### src/rtl/kbd_irq_port.sv
module kbd_irq_port #(
  parameter int CODE_W  = 8,
  parameter int ADDR_W  = 2,
  parameter int RDY_BIT = 1,
  parameter int OVR_BIT = 3,
  parameter int IE_BIT  = 1
) (
  input  logic              clk,
  input  logic              rst_n,
  input  logic              key_valid,
  input  logic [CODE_W-1:0] key_code,
  input  logic              bus_sel,
  input  logic              bus_we,
  input  logic [ADDR_W-1:0] bus_addr,
  input  logic [CODE_W-1:0] bus_wdata,
  output logic [CODE_W-1:0] bus_rdata,
  output logic              irq
);
  localparam logic [ADDR_W-1:0] A_DATA = ADDR_W'(0);
  localparam logic [ADDR_W-1:0] A_STAT = ADDR_W'(1);
  localparam logic [ADDR_W-1:0] A_CTRL = ADDR_W'(2);

  logic [CODE_W-1:0] code_q;
  logic              rdy_q, ovr_q, ie_q;
  logic [CODE_W-1:0] stat_w, ctrl_w;

  wire rd_any  = bus_sel && !bus_we;
  wire rd_data = rd_any && bus_addr == A_DATA;
  wire wr_ctrl = bus_sel && bus_we && bus_addr == A_CTRL;

  always_ff @(posedge clk or negedge rst_n) begin
    if (!rst_n) begin
      code_q <= '0;
      rdy_q  <= 1'b0;
      ovr_q  <= 1'b0;
      ie_q   <= 1'b0;
    end else begin
      if (key_valid) begin
        code_q <= key_code;
        rdy_q  <= 1'b1;
        ovr_q  <= rd_data ? 1'b0 : (ovr_q | rdy_q);
      end else if (rd_data) begin
        rdy_q <= 1'b0;
        ovr_q <= 1'b0;
      end
      if (wr_ctrl) ie_q <= bus_wdata[IE_BIT];
    end
  end

  always_comb begin
    stat_w          = '0;
    stat_w[RDY_BIT] = rdy_q;
    stat_w[OVR_BIT] = ovr_q;
    ctrl_w          = '0;
    ctrl_w[IE_BIT]  = ie_q;
  end

  always_comb begin
    bus_rdata = '0;
    if (rd_any) begin
      case (bus_addr)
        A_DATA:  bus_rdata = code_q;
        A_STAT:  bus_rdata = stat_w;
        A_CTRL:  bus_rdata = ctrl_w;
        default: bus_rdata = '0;
      endcase
    end
  end

  assign irq = rdy_q & ie_q;
endmodule

### config.mk
export PLATFORM = sky130hd
export DESIGN_NAME = kbd_irq_port
export DESIGN_NICKNAME = d
export VERILOG_FILES = /design/src/rtl/kbd_irq_port.sv
export SDC_FILE = /design/constraint.sdc
export NUM_CORES = 1
export LEC_CHECK = 0
export ABC_AREA = 1
export ABC_CLOCK_PERIOD_IN_PS = 1000
export BUFFER_PORTS_ARGS = -buffer_cell sky130_fd_sc_hd__buf_4
export CORE_MARGIN = 4
export CORE_UTILIZATION = 40
export DETAILED_ROUTE_END_ITERATION = 12
export PLACE_DENSITY = 0.75
export SYNTH_ARGS = -nofsm -noshare
export SYNTH_HDL_FRONTEND = slang
export SYNTH_SLANG_ARGS = --single-unit
### constraint.sdc
create_clock -name clk -period 1 [get_ports clk]
set_input_delay 0.2 -clock clk [delete_from_list [all_inputs] [get_ports clk]]
set_output_delay 0.2 -clock clk [all_outputs]
set_load 0.1 [all_outputs]
==> impl_results.md, run 1 <==
- Routed vias/inst: 4.655
- Crit path capture type: output port
- Fmax: 0.7374 GHz
- First-pass GRT wire length: 2615 um
- Vias: 554
- Yosys warns: 0
- Total GRT Usage: 0.1809
- Crit-path cells: nand3_1 -> nand3_1 -> nand2_2 -> clkinvlp_4 -> buf_12
- Critical path buffer and inverter count: 2
- Avg Cell Area, Syn: 7.852 um^2
- Antenna-violating nets left: 0
- Failing checks: setup timing
- Vias in the first global route: 602
- TritonCTS clock tree: built
- H-Tree Level Count: 1
- Clock Latency Late Sink: 260 ps
- First-pass DRT Iterations: 4
- Crit start category: flip-flop
- Final Cycle Share: 1.356
- Critical path required time: 800 ps
- Synth-to-layout area growth: 93.30%
- Count of different cell masters after synthesis: 12
- Total Routed Length: 1441 um
- Hold crit path type: in2reg
- I/O pin count: 32
- Hpwl dp: 945.3 um
- Die W: 44.80 um
- Grt ovf: 0
- Share of cells above drive strength 1: 0.5481
- Final setup fails: 9
- Hold path cells: 3
- Sink Count: 11
- Filler cells: 86
- Clock Skew: 2.312 ps
- Fin nets: 128
- Leak Pwr: 0.4804 nW
- Drt initial violations: 10
- Mapped Area: 541.8 um^2
- DRC Markers: 0
- CTS Buffer Depth: 2
- Commonest cells after routing, fill and taps aside: buf_4 (17), nand2_1 (16), dfrtp_1 (11)
- Reg2reg path depth: 5
- Status: finished, violations left
- Cell mode on critical path: nand3_1
- Worst slew pin tran: 171.0 ps
- Dpl cell area: 840.8 um^2
- Row cnt: 13
- Core area: 1285 um^2
- CP max stage delay: 380 ps
- Die Height: 44.80 um
- Total power: 1.230 mW
- RSZ-0062 raised after global routing: true
- Crit Path Max Fanout: 2
- Critical path depth: 5
- Hold Fails Final Rpt: 0
- Layout Utilization: 0.8150
- CTS clk-pin slew, worst paths: 60 ps
- Power Dens Cells: 1174 nW/um^2
- Final Wtd Congestion: 0.7917
- Final Max Slew Viols: 0
- Share of the synthesized area in the top cell type: 0.5081
- Syn Nets: 92
- Initial Utilization: 0.4216
- Register area share after synthesis: 0.5081
- Wire per inst: 12.11 um
- Maxcap violations: 0
- Initial antenna violation count: 0
- Syn Inst Count: 69
- WS Path Type: reg2out
- CP max stage cell: dfrtp_1
- Die area: 2007 um^2
- Largest net degree at the start of global routing: 18
- Crit path DAT: 1160 ps
- CP delay by family, top: flip-flops
- Num CTS Buffers: 3
- Fin area: 1047 um^2
- Port Buffers: 24
- Setup TNS: -1817 ps
- Slew HR: 0.8848
- Clock Root Buffer: clkbuf_4
- Setup WS pre-CTS: -276.1 ps
- PnR worst setup slack: -356.1 ps
- Main area contributors after synthesis: dfrtp_1 (51%), nand2_1 (12%), inv_1 (9.7%), o21ai_0 (7.4%), nor2_1 (4.8%)
- Maximum vdd drop: 0.0008396 V
- Dominant cell type by area after synthesis: dfrtp_1
- Flops & latches, synth: 11
- Tmin final: 1356 ps
- N_diodes: 0
- Most common library cell in the layout ignoring fill and taps: buf_4
[worst min-delay path, delay by kind of cell]
family | cells | cell delay [ps]
buffers and inverters | 1 | 80
and+or+nand+nor | 2 | 90
[cells in the mapped netlist]
| library cell | number |
|---|---|
| nand2_1 | 18 |
| inv_1 | 14 |
| dfrtp_1 | 11 |
| o21ai_0 | 8 |
| nor2_1 | 7 |
| nand3_1 | 5 |
| buf_6 | 1 |
| nand2_4 | 1 |
| nand4_1 | 1 |
| nor2_2 | 1 |
| nor2_4 | 1 |
| o21ai_2 | 1 |
[registers in the layout, summed over array words and instances (netlist names)]
signal,count
ie_q,1
ovr_q,1
code_q,8
rdy_q,1
[logic make-up (layout without fill, tap and decap cells)]
logic type / Yosys count / after routing / share of synthesized area
compound gates: 9 / 9 / 0.09008
simple gates: 34 / 34 / 0.2841
buf+inv: 15 / 50 / 0.1178
flops: 11 / 11 / 0.5081
[report_power, final]
part | total [mW] | switching (mW) | internal (mW)
Combinational | 0.435 | 0.258 | 0.177
Clock | 0.290 | 0.136 | 0.154
Sequential | 0.505 | 0.0199 | 0.485
[worst paths after layout]
check                            startpoint            to  slack [ps]
worst max-delay path                  rdy_q  bus_rdata[1]        -360
worst min-delay path            key_code[1]     code_q[1]         140
worst max register to register        ovr_q         ovr_q          30
worst min register to register    code_q[1]     code_q[1]         490
max in group asynchronous             rst_n          ie_q         540
min in group asynchronous             rst_n     code_q[3]         310
[layer usage]
metal	global-route usage	wire (um)
met5	0	0
met4	0.08772	19
met3	0.04781	99
met2	0.3066	740
met1	0.2105	581
[final cells by class]
type	count	area (um^2)	area share
repair buffers	32	377.9	0.3608
inverters	14	65.06	0.06213
well taps	15	18.77	0.01792
flip-flops and latches	11	275.3	0.2628
clock buffers	4	26.28	0.02509
multi-input cells	43	284.0	0.2712
[metrics by stage]
step / hold WS (ps) / cells
6_report: 142.4 / 119
5_1_grt: 135.5 / 119
4_1_cts: 132.6 / 118
3_5_place_dp: 40.29 / 111
3_3_place_gp: 39.64 / 111
2_1_floorplan: -95.59 / 69
[what timing repair did]
action,CTS,global route
buffers inserted,2,1
gates cloned,0,0
pin swaps,12,7
resized for setup,34,9
hold buffers,1,0
endpoints found under the setup margin,9,9
endpoints found under the hold margin,11,0
Note: power is estimated with default switching activity, not from simulation.
==> inputs of run 2 (changes only) <==
SKIP_LAST_GASP = 1   (was default)
SLEW_MARGIN = 20   (was default)
==> run 2 against run 1 <==
Compared with the run above:
- the run still ends with setup timing left
- largest power group unchanged
- clock skew unchanged
- worst hold slack unchanged
- sequential cell count unchanged
- wire length about the same
- design area shrank 0.72%
- core utilization fell by 0.58 points
- highest routed layer unchanged
- combinational power is essentially flat
- sequential power is essentially flat
- register-to-register slack is essentially flat
==> impl_results.md, run 2 (synthesis results as in run 1) <==
- Wire per inst: 12.12 um
- TritonCTS clock tree: built
- Crit Path Max Fanout: 2
- Fin nets: 128
- Die area: 2007 um^2
- Final setup fails: 9
- Placed insts: 111
- I/O pin count: 32
- Failing checks: setup timing
- N_diodes: 0
- Reg2reg path depth: 5
- Tmin final: 1357 ps
- Final Max Slew Viols: 0
- Hpwl dp: 945.3 um
- Slew HR: 0.8848
- Hold_ws: 142.4 ps
- Setup WS pre-CTS: -276.1 ps
- CTS Buffer Depth: 2
- Fmax: 0.7368 GHz
- Row cnt: 13
- PnR worst setup slack: -357.3 ps
- Initial antenna violation count: 0
- Dpl cell area: 840.8 um^2
- Status: finished, violations left
- Crit start category: flip-flop
- Crit path capture type: output port
- Post-route insts no fill: 119
- Maxcap violations: 0
- Initial Utilization: 0.4216
- Most common library cell in the layout ignoring fill and taps: buf_4
- First-pass DRT Iterations: 4
- Worst r2r dst: ovr_q
- Layout Utilization: 0.8092
- Max reg flops: 8
- Share of cells above drive strength 1: 0.5385
- Clock Latency Late Sink: 260 ps
- Fin area: 1040 um^2
- Sink Count: 11
- Maximum vdd drop: 0.0008433 V
- Clock Root Buffer: clkbuf_4
- Total power: 1.226 mW
- First-pass GRT wire length: 2615 um
- Hold crit path type: in2reg
- WS Path Type: reg2out
- Largest reg by FF count: code_q
- Worst setup path end: bus_rdata[1]
- Grt ovf: 0
- Largest net degree at the start of global routing: 18
- DRC Markers: 0
- Reg2reg start: ovr_q
- Routed vias/inst: 4.647
- Power Dens Cells: 1179 nW/um^2
- Hold Fails Final Rpt: 0
- Die W: 44.80 um
- Num CTS Buffers: 3
- Filler cells: 88
- Vias in the first global route: 602
- Commonest cells after routing, fill and taps aside: buf_4 (18), nand2_1 (16), dfrtp_1 (11)
- Antenna-violating nets left: 0
- Critical path required time: 800 ps
- Drt initial violations: 10
- Total GRT Usage: 0.1809
- R2r setup slk: 30 ps
- Die Height: 44.80 um
- Worst slew pin tran: 171.0 ps
- Leak Pwr: 0.4786 nW
- Clock Skew: 2.312 ps
- CTS clk-pin slew, worst paths: 60 ps
- Final Wtd Congestion: 0.7917
- RSZ-0062 raised after global routing: true
- Port Buffers: 24
- Vias: 553
- Total Routed Length: 1442 um
- Crit path DAT: 1160 ps
- Final Cycle Share: 1.357
- Core area: 1285 um^2
- Crit path from: rdy_q
- H-Tree Level Count: 1
- Synth-to-layout area growth: 91.92%
- Setup TNS: -1831 ps
[run 2: changes by cell type in the layout (fill, tap and decap cells not counted)]
cell | before | now
inv_1 | 4 | 5
buf_8 | 1 | 0
buf_4 | 17 | 18
inv_2 | 7 | 6
[run 2: critical path, stage by stage, from the launching register on]
cell,delay [ps]
dfrtp_1,380
nand3_1,70
nand3_1,90
nand2_2,90
clkinvlp_4,100
buf_12,170
[run 2: final cells by class]
class                           count  area, um^2  share of cell area
Multi-Input combinational cell     43       284.0              0.2732
Clock buffer                        4       26.28             0.02527
Sequential cell                    11       275.3              0.2647
Inverter                           14       65.06             0.06258
Timing Repair Buffer               32       370.4              0.3562
Tap cell                           15       18.77             0.01805
[run 2: repair_timing]
item                                    4_1_cts  5_1_grt
hold buffers                                  1        0
setup buffers                                 2        1
cloned                                        0        0
endpoints found under the setup margin        9        9
resized for setup                            34        6
pin swaps                                    12        7
hold endpoints to repair                     11        0
[run 2: report_power, final]
part	internal (mW)	switching, mW
clock	0.154	0.136
sequential	0.485	0.0191
combinational	0.174	0.258
[run 2: worst min path at each step]
stage	startpoint	endpoint	slack, ps	cells after the start
floorplan	rst_n	code_q[0]	-100	0
detailed placement	rst_n	code_q[3]	40	1
global route	key_code[1]	code_q[1]	140	3
global placement	rst_n	code_q[0]	40	1
finish	key_code[1]	code_q[1]	140	3
CTS	key_code[1]	code_q[1]	130	3
[run 2: per-layer routing]
metal	global-route usage	vias up	part of all wire
met5	0	-	0
met4	0.08772	0	0.013
met3	0.04781	4	0.069
met2	0.3066	21	0.51
met1	0.2105	249	0.40
li1	-	279	-
==> inputs of run 3 (changes only) <==
GPL_ROUTABILITY_DRIVEN = 0   (was default)
MAX_ROUTING_LAYER = met4   (was default)
SKIP_CTS_REPAIR_TIMING = 1   (was default)
==> run 3 against run 2 <==
Compared with the run above:
- the run still ends with setup timing left
- critical path depth unchanged
- total power shrank 0.85%
- non-clock buffer count unchanged
- wire length decreased by 4.2%
- worst hold slack improved by 2.7 ps
- count of clock-buffer cells in the layout unchanged
- sequential power hardly changed
- core utilization fell by 0.58 points
- die area stayed put
- sequential cell count stayed put
- via count fell by 0.72%
- final cell count did not move
==> impl_results.md, run 3 (synthesis results as in run 1) <==
- Status: finished, violations left
- Failing checks: setup timing
- RSZ-0062 raised after global routing: true
- Largest net degree at the start of global routing: 18
- Final setup fails: 9
- Slew HR: 0.8833
- Largest reg by FF count: code_q
- I/O pin count: 32
- WS Path Type: reg2out
- DRC Markers: 0
- Vias in the first global route: 506
- Most common library cell in the layout ignoring fill and taps: buf_4
- Total Routed Length: 1382 um
- CTS Buffer Depth: 2
- Leak Pwr: 0.4777 nW
- CP max stage delay: 380 ps
- TritonCTS clock tree: built
- Grt ovf: 0
- Hold Fails Final Rpt: 0
- Die W: 44.80 um
- Final Max Slew Viols: 0
- Vias: 549
- CP max stage cell: dfrtp_1
- Hpwl dp: 945.3 um
- Critical path required time: 800 ps
- Fin nets: 128
- Wire per inst: 11.61 um
- Drt initial violations: 6
- Clock Root Buffer: clkbuf_4
- Cell mode on critical path: nand3_1
- Worst slew pin tran: 173.3 ps
- Die area: 2007 um^2
- Total GRT Usage: 0.1410
- First-pass GRT wire length: 2001 um
- Sink Count: 11
- Setup WS pre-CTS: -276.1 ps
- Filler cells: 88
- PnR worst setup slack: -386.7 ps
- Port Buffers: 24
- Power Dens Cells: 1178 nW/um^2
- Max reg flops: 8
- Initial Utilization: 0.4216
- CTS clk-pin slew, worst paths: 60 ps
- N_diodes: 0
- Clock Latency Late Sink: 260 ps
- Clock Skew: 2.963 ps
- Core area: 1285 um^2
- Tmin final: 1387 ps
- Row cnt: 13
- Layout Utilization: 0.8033
- Commonest cells after routing, fill and taps aside: buf_4 (20), nand2_1 (16), dfrtp_1 (11)
- Crit path capture type: output port
- Antenna-violating nets left: 0
- Crit-path cells: nand3_1 -> nand3_1 -> nand2_2 -> clkinvlp_4 -> buf_12
- H-Tree Level Count: 1
- Maximum vdd drop: 0.0008353 V
- Hold crit path type: in2reg
- Crit Path Max Fanout: 2
- Routed vias/inst: 4.613
- Synth-to-layout area growth: 90.53%
- First-pass DRT Iterations: 4
- Crit start category: flip-flop
- Fmax: 0.7212 GHz
- Maxcap violations: 0
- Num CTS Buffers: 3
- Die Height: 44.80 um
- Share of cells above drive strength 1: 0.5000
- Final Cycle Share: 1.387
- Crit path DAT: 1190 ps
- Initial antenna violation count: 0
[run 3: worst max-delay path: cells and delay by family (launching register included)]
family	cells	cell delay, ps
buf+inv	2	270
flops	1	380
simple gates	3	280
[run 3: path summary, 6_finish.rpt]
kind	start	end	slack, ps	depth (start not counted)
max	ie_q	bus_rdata[1]	-390	5
min	key_code[1]	code_q[1]	150	3
max reg2reg	ovr_q	ovr_q	150	4
min reg2reg	code_q[1]	code_q[1]	480	2
max in group asynchronous	rst_n	code_q[2]	550	2
min in group asynchronous	rst_n	code_q[0]	300	2
[run 3: area by class of cell]
class,count,area [um^2],area share
tap,15,18.77,0.01818
timing repair buffer,32,362.8,0.3515
multi-input combinational,43,284.0,0.2752
inverter,14,65.06,0.06303
sequential,11,275.3,0.2667
clock buffer,4,26.28,0.02545
[run 3: metal layers]
metal / vias up / global-route usage / routed length [um]
li1: 282 / - / -
met4: 0 / 0.07018 / 0
met1: 248 / 0.1604 / 547
met2: 19 / 0.2292 / 745
met3: 0 / 0.03586 / 89
met5: - / - / 0
[run 3: metrics by stage]
| step | instance area, um^2 | power [mW] | instances | setup TNS [ps] | hold WS, ps |
|---|---|---|---|---|---|
| final | 1032 | 1.216 | 119 | -1833 | 145.1 |
| after global routing | 1032 | 1.282 | 119 | -2249 | 135.5 |
| after CTS | 867.1 | 1.156 | 115 | -2618 | -247.7 |
| after detailed placement | 840.8 | 0.8615 | 111 | -2061 | 40.29 |
| after global placement | 840.8 | 0.8507 | 111 | -1990 | 39.64 |
| after floorplan | 623.1 | 0.7384 | 69 | -1621 | -95.59 |
[run 3: power breakdown]
group          switching (mW)  total [mW]  leakage, nW  internal, mW
Sequential             0.0164       0.501        0.128         0.485
Combinational           0.258       0.428        0.335         0.170
Clock                   0.133       0.287       0.0150         0.154
